$ cat src/rtl/pmx_pkg.sv
package pmx_pkg;

  typedef struct packed {
    logic en;
    logic up;
  } pull_cfg_t;

  localparam pull_cfg_t PULL_RESET = '{en: 1'b1, up: 1'b1};

  // width of a select field able to address n functions
  function automatic int sel_width(input int n);
    return (n > 1) ? $clog2(n) : 1;
  endfunction

  // value seen by function idx given its ownership
  function automatic logic route_in(input logic owned, input logic pad_lvl,
                                    input logic idle_lvl);
    return owned ? pad_lvl : idle_lvl;
  endfunction

endpackage

$ cat src/rtl/pmx_cfg_regs.sv
module pmx_cfg_regs
  import pmx_pkg::*;
#(
  parameter int SEL_W = 2
) (
  input  logic             clk,
  input  logic             rst_n,
  input  logic             cfg_we,
  input  logic [SEL_W-1:0] cfg_sel,
  input  pull_cfg_t        cfg_pull,
  output logic [SEL_W-1:0] sel_q,
  output pull_cfg_t        pull_q,
  output logic             blank_q
);

  logic sel_change;
  assign sel_change = cfg_we && (cfg_sel != sel_q);

  always_ff @(posedge clk or negedge rst_n) begin
    if (!rst_n) begin
      sel_q   <= '0;
      pull_q  <= PULL_RESET;
      blank_q <= 1'b0;
    end else begin
      blank_q <= sel_change;
      if (cfg_we) begin
        sel_q  <= cfg_sel;
        pull_q <= cfg_pull;
      end
    end
  end

  p_reset_vals_r1: assert property (@(posedge clk) disable iff (!rst_n)
    $past(!rst_n) |-> (sel_q == '0 && pull_q == PULL_RESET && !blank_q));

  p_write_load_r6: assert property (@(posedge clk) disable iff (!rst_n)
    cfg_we |=> (sel_q == $past(cfg_sel)));

  p_pull_load_r8: assert property (@(posedge clk) disable iff (!rst_n)
    cfg_we |=> (pull_q == $past(cfg_pull)));

  p_hold_r9: assert property (@(posedge clk) disable iff (!rst_n)
    !cfg_we |=> ($stable(sel_q) && $stable(pull_q)));

  p_blank_set_r7: assert property (@(posedge clk) disable iff (!rst_n)
    sel_change |=> blank_q);

endmodule

$ cat src/rtl/pmx_out_mux.sv
module pmx_out_mux #(
  parameter int NUM_FUNC = 4,
  parameter int SEL_W    = 2
) (
  input  logic                clk,
  input  logic                rst_n,
  input  logic [NUM_FUNC-1:0] fn_out,
  input  logic [NUM_FUNC-1:0] fn_oe,
  input  logic [SEL_W-1:0]    sel,
  input  logic                blank,
  output logic                pad_o,
  output logic                pad_oe
);

  logic [NUM_FUNC-1:0] sel_hot;
  logic                oe_raw;

  for (genvar k = 0; k < NUM_FUNC; k++) begin : g_hot
    assign sel_hot[k] = (sel == SEL_W'(k));
  end

  assign pad_o  = |(fn_out & sel_hot);
  assign oe_raw = |(fn_oe & sel_hot);
  assign pad_oe = oe_raw && !blank;

  p_onehot_sel_r2: assert property (@(posedge clk) disable iff (!rst_n)
    $onehot0(sel_hot));

  p_oe_source_r3: assert property (@(posedge clk) disable iff (!rst_n)
    pad_oe |-> fn_oe[sel]);

  p_data_source_r2: assert property (@(posedge clk) disable iff (!rst_n)
    pad_o == fn_out[sel]);

  p_oe_masked_r7: assert property (@(posedge clk) disable iff (!rst_n)
    blank |-> !pad_oe);

endmodule

$ cat src/rtl/pmx_in_demux.sv
module pmx_in_demux
  import pmx_pkg::*;
#(
  parameter int                  NUM_FUNC = 4,
  parameter int                  SEL_W    = 2,
  parameter logic [NUM_FUNC-1:0] IDLE_VAL = '1
) (
  input  logic                clk,
  input  logic                rst_n,
  input  logic                pad_i,
  input  logic [SEL_W-1:0]    sel,
  output logic [NUM_FUNC-1:0] fn_in
);

  for (genvar k = 0; k < NUM_FUNC; k++) begin : g_route
    logic owned;
    assign owned    = (sel == SEL_W'(k));
    assign fn_in[k] = route_in(owned, pad_i, IDLE_VAL[k]);

    p_idle_level_r5: assert property (@(posedge clk) disable iff (!rst_n)
      !owned |-> (fn_in[k] == IDLE_VAL[k]));

    p_follow_pad_r4: assert property (@(posedge clk) disable iff (!rst_n)
      owned |-> (fn_in[k] == pad_i));
  end

endmodule

$ cat src/rtl/pad_func_mux.sv
module pad_func_mux
  import pmx_pkg::*;
#(
  parameter int                  NUM_FUNC = 4,
  parameter logic [NUM_FUNC-1:0] IDLE_VAL = '1,
  localparam int                 SEL_W    = sel_width(NUM_FUNC)
) (
  input  logic                clk,
  input  logic                rst_n,
  input  logic                cfg_we,
  input  logic [SEL_W-1:0]    cfg_sel,
  input  logic                cfg_pull_en,
  input  logic                cfg_pull_up,
  input  logic [NUM_FUNC-1:0] fn_out,
  input  logic [NUM_FUNC-1:0] fn_oe,
  output logic [NUM_FUNC-1:0] fn_in,
  output logic                pad_o,
  output logic                pad_oe,
  input  logic                pad_i,
  output logic                pull_en,
  output logic                pull_up
);

  logic [SEL_W-1:0] sel_q;
  pull_cfg_t        pull_q;
  pull_cfg_t        pull_wr;
  logic             blank_q;

  assign pull_wr = '{en: cfg_pull_en, up: cfg_pull_up};

  pmx_cfg_regs #(.SEL_W(SEL_W)) u_cfg (
    .clk      (clk),
    .rst_n    (rst_n),
    .cfg_we   (cfg_we),
    .cfg_sel  (cfg_sel),
    .cfg_pull (pull_wr),
    .sel_q    (sel_q),
    .pull_q   (pull_q),
    .blank_q  (blank_q)
  );

  pmx_out_mux #(.NUM_FUNC(NUM_FUNC), .SEL_W(SEL_W)) u_out (
    .clk    (clk),
    .rst_n  (rst_n),
    .fn_out (fn_out),
    .fn_oe  (fn_oe),
    .sel    (sel_q),
    .blank  (blank_q),
    .pad_o  (pad_o),
    .pad_oe (pad_oe)
  );

  pmx_in_demux #(.NUM_FUNC(NUM_FUNC), .SEL_W(SEL_W), .IDLE_VAL(IDLE_VAL)) u_in (
    .clk   (clk),
    .rst_n (rst_n),
    .pad_i (pad_i),
    .sel   (sel_q),
    .fn_in (fn_in)
  );

  assign pull_en = pull_q.en;
  assign pull_up = pull_q.up;

  p_switch_quiet_r7: assert property (@(posedge clk) disable iff (!rst_n)
    !$stable(sel_q) |-> !pad_oe);

  p_reset_undriven_r1: assert property (@(posedge clk) disable iff (!rst_n)
    ($past(!rst_n) && !fn_oe[0]) |-> !pad_oe);

  p_readback_r10: assert property (@(posedge clk) disable iff (!rst_n)
    pad_oe |-> (fn_in[sel_q] == pad_i));

endmodule

$ cat config.mk
export PLATFORM = sky130hd
export DESIGN_NAME = pad_func_mux
export DESIGN_NICKNAME = d
export VERILOG_FILES = /design/src/rtl/pmx_pkg.sv /design/src/rtl/pmx_cfg_regs.sv /design/src/rtl/pmx_out_mux.sv /design/src/rtl/pmx_in_demux.sv /design/src/rtl/pad_func_mux.sv
export SDC_FILE = /design/constraint.sdc
export NUM_CORES = 1
export LEC_CHECK = 0
export BUFFER_PORTS_ARGS = -buffer_cell sky130_fd_sc_hd__buf_2
export CORE_AREA = 5 5 42 44
export CTS_BUF_LIST = sky130_fd_sc_hd__clkbuf_2 sky130_fd_sc_hd__clkbuf_4 sky130_fd_sc_hd__clkbuf_8
export DETAILED_ROUTE_END_ITERATION = 10
export DIE_AREA = 0 0 47 49
export GPL_ROUTABILITY_DRIVEN = 0
export HOLD_SLACK_MARGIN = 0.02
export PLACE_DENSITY = 0.57
export SYNTH_ARGS = -nofsm -noshare
export SYNTH_HDL_FRONTEND = slang
export SYNTH_SLANG_ARGS = --single-unit
$ cat constraint.sdc
create_clock -name clk -period 2.9 [get_ports clk]
set_clock_uncertainty 0.05 [all_clocks]
set_input_delay 0.29 -clock clk [delete_from_list [all_inputs] [get_ports clk]]
set_output_delay 0.29 -clock clk [all_outputs]
set_load 0.02 [all_outputs]
==> results.txt <==
----------------------------------------------------
[Outcome]
  Outcome ... completed

[STA]
  Timing-limited maximum frequency ... 0.530 GHz
  Slew @ Worst Pin ... 0.277 ns
  Max Transition Viols Final ... 0
  Crit share post-route ... 0.650
  Period minus WS final ... 1.89 ns
  Setup TNS Final ... 0 ns
  Number of setup violations in the final report ... 0
  Final count of hold timing violations ... 0
  RSZ-0062 raised after global routing ... false
  Normalized max-slew margin ... 0.815

[Pwr]
  Sequential share of power ... 0.365
  Clock share of power ... 0.374
  Cell-internal power ... 0.175 mW
  Power per cell area ... 519 nW/µm²
  Net switching fraction of the power ... 0.276
  Switching pwr ... 0.0667 mW
  Share of total power in combinational logic ... 0.261
  Max rail drop VDD ... 0.200 mV
  Leakage ... 0.220 nW

[Setup path]
  Count of buffering cells on the critical path with inverters included ... 1
  Crit path cell chain ... mux4_2 -> nor2b_4 -> buf_2
  Nature of the critical path startpoint ... flip-flop
  Worst setup path category ... reg2out
  Family with the most delay on the worst path ... multiplexers
  Worst Path Max Fanout ... 8
  Slowest stage cell, crit path ... sky130_fd_sc_hd__mux4_2
  Arrival time at the worst endpoint ... 1.55 ns
  Required time reported for the critical path endpoint ... 2.56 ns
  Nature of the critical path endpoint ... output pin
  Worst path max stage delay ... 0.53 ns

[GRT]
  Maximum number of pins on one net before global-route repair ... 9
  Global-route usage over all layers ... 0.0680
  Initial antenna violation count ... 0
  Global-route wire length before repair ... 1120 µm
  Total overflow reported by the global router ... 0
  Vias in the first global route ... 295

[Logic synthesis]
  Number of distinct library cells after synthesis ... 15
  Seq/Total Area, Yosys ... 0.415
  Mapped Nets ... 38
  Area share of the largest cell type after synthesis ... 0.244
  Synth Area per Inst ... 14.0 µm²
  Syn Inst Count ... 22
  Library cell with the highest instance count after synthesis ... sky130_fd_sc_hd__mux2_2
  Leading cell types by total area after synthesis ... sky130_fd_sc_hd__dfrtp_1 24%, sky130_fd_sc_hd__dfstp_2 17%, sky130_fd_sc_hd__mux2_2 15%
  Top cells by count, synth ... 4 x sky130_fd_sc_hd__mux2_2, 3 x sky130_fd_sc_hd__dfrtp_1, 2 x sky130_fd_sc_hd__dfstp_2, 2 x sky130_fd_sc_hd__xnor2_1
  Number of storage elements in the synthesis netlist ... 5
  Syn. warnings ... 0
  Synthesized cell area ... 308 µm²
  Most used flip-flop cell after synthesis ... sky130_fd_sc_hd__dfrtp_1
  Post-synth EDFFs ... 0
  Asr flop ratio synth ... 1.00
  Library cell with the largest summed area after synthesis ... sky130_fd_sc_hd__dfrtp_1

[Drt]
  1st-pass router iterations ... 3
  Final wirelength ... 799 µm
  DRC violations left ... 0
  Via count ... 281
  Detailed-route vias per instance ... 4.39
  Number of DRC markers in iteration 0 ... 4
  Number of nets still failing antenna checks after routing ... 0
  WL/cell ... 12.5 µm

[Layout]
  Filler cell count ... 155
  End-of-flow core utilization ... 0.333
  Diode count ... 0
  Post-route non-filler standard cell count ... 64
  Fraction of layout instances using a drive strength above 1 ... 0.771
  Layout area overhead ... 51.6%
  Final net count ... 65

[Job]
  Max-capacitance violation count ... 0

[Clock tree]
  Maximum buffer depth of the clock tree ... 2
  Library cell used as clock root buffer ... sky130_fd_sc_hd__clkbuf_4
  TritonCTS clock tree ... yes
  Total CTS buffers ... 3
  Clock sink total ... 5
  H-tree depth reported by CTS ... 1
  Number of setup buffers added after CTS ... 0
  Worst-path clk slew ... 0.05 ns
  Clk_lat worst skew ... 0.24 ns

[Floorplanning]
  Floorplan die area ... 2300 µm²
  Die extent in y ... 49 µm
  Starting density of the core ... 0.220
  Std-Cell Core Area ... 1400 µm²
  Die outline width ... 47 µm
  Top-Level Pins ... 24
  Placement row count ... 14

[Placed design]
  Number of port buffers ... 23
  Number of placed instances with taps included ... 59

[Worst hold path]
  Worst hold-check path type ... in2reg

----------------------------------------------------
==> metal layers <==
layer | track usage | wire, µm | up-vias
met5 | 0 | 0 | -
met3 | 0.0258 | 169 | 0
met2 | 0.0860 | 324 | 24
met4 | 0.0553 | 0 | 0
li1 | - | - | 131
met1 | 0.0874 | 306 | 126
==> kinds of logic after synthesis <==
| family | share of synthesized area |
|---|---|
| xor gates and xnor gates | 0.0569 |
| AOI/OAI and AO/OA | 0.0244 |
| and+or+nand+nor | 0.146 |
| buffers and inverters | 0.0528 |
| muxes | 0.305 |
| DFF | 0.415 |
==> cell usage in the layout, fill, tap and decap left out <==
cell type and n:
sky130_fd_sc_hd__clkbuf_4 4, sky130_fd_sc_hd__mux4_2 1, sky130_fd_sc_hd__a21boi_0 1, sky130_fd_sc_hd__nand3b_1 1, sky130_fd_sc_hd__nor2b_4 1, sky130_fd_sc_hd__or3b_2 1, sky130_fd_sc_hd__mux4_1 1, sky130_fd_sc_hd__dfstp_2 2
sky130_fd_sc_hd__nand2_1 1, sky130_fd_sc_hd__dlygate4sd3_1 1, sky130_fd_sc_hd__buf_2 23, sky130_fd_sc_hd__mux2_2 4, sky130_fd_sc_hd__xnor2_1 2, sky130_fd_sc_hd__or3_2 1, sky130_fd_sc_hd__dfrtp_1 3, sky130_fd_sc_hd__nor2_1 1
==> power by group through the flow <==
stage               combinational, mW  sequential [mW]  clock, mW
floorplan                      0.0435           0.0872          0
global placement               0.0619           0.0890          0
detailed placement             0.0630           0.0897          0
CTS                            0.0640           0.0886     0.0963
global route                   0.0682           0.0900      0.100
finish                         0.0631           0.0883     0.0906
==> metrics by stage <==
stage / worst slack, ns / power (mW) / hold slack, ns / instance area [µm²]
final: 1.01 / 0.242 / 0.229 / 467
after detailed placement: 1.26 / 0.153 / 0.0635 / 427
after floorplan: 1.47 / 0.131 / -0.0556 / 308
after CTS: 0.995 / 0.249 / 0.219 / 467
after global routing: 0.939 / 0.258 / 0.227 / 467
after global placement: 1.29 / 0.151 / 0.0610 / 427
==> final timing paths <==
check | start | depth (start not counted) | slack (ns) | end
max | u_cfg.sel_q[0]$_DFFE_PN0P_ | 3 | 1.01 | pad_oe
min | cfg_pull_up | 2 | 0.23 | u_cfg.pull_q[0]$_DFFE_PN1P_
max reg2reg | u_cfg.sel_q[0]$_DFFE_PN0P_ | 1 | 1.97 | u_cfg.sel_q[0]$_DFFE_PN0P_
min reg2reg | u_cfg.pull_q[0]$_DFFE_PN1P_ | 1 | 0.56 | u_cfg.pull_q[0]$_DFFE_PN1P_
max in group asynchronous | rst_n | 2 | 2.25 | u_cfg.pull_q[1]$_DFFE_PN1P_
min in group asynchronous | rst_n | 2 | 0.34 | u_cfg.sel_q[1]$_DFFE_PN0P_
==> state kept, by name (all words and copies together) (netlist names) <==
signal,flops
u_cfg.blank_q,1
u_cfg.pull_q,2
u_cfg.sel_q,2
==> area by class of cell <==
type | count | area [µm²] | share of cell area
clock buffer | 4 | 30.0 | 0.0643
multi-input combinational | 15 | 164 | 0.351
sequential | 5 | 128 | 0.273
tap | 16 | 20.0 | 0.0429
timing repair buffer | 24 | 125 | 0.268
==> timing repair <==
item | 4_1_cts | 5_1_grt
resized for setup | 0 | 0
hold endpoints to repair | 5 | 0
hold buffers | 1 | 0
Note: power is estimated with default switching activity, not from simulation.
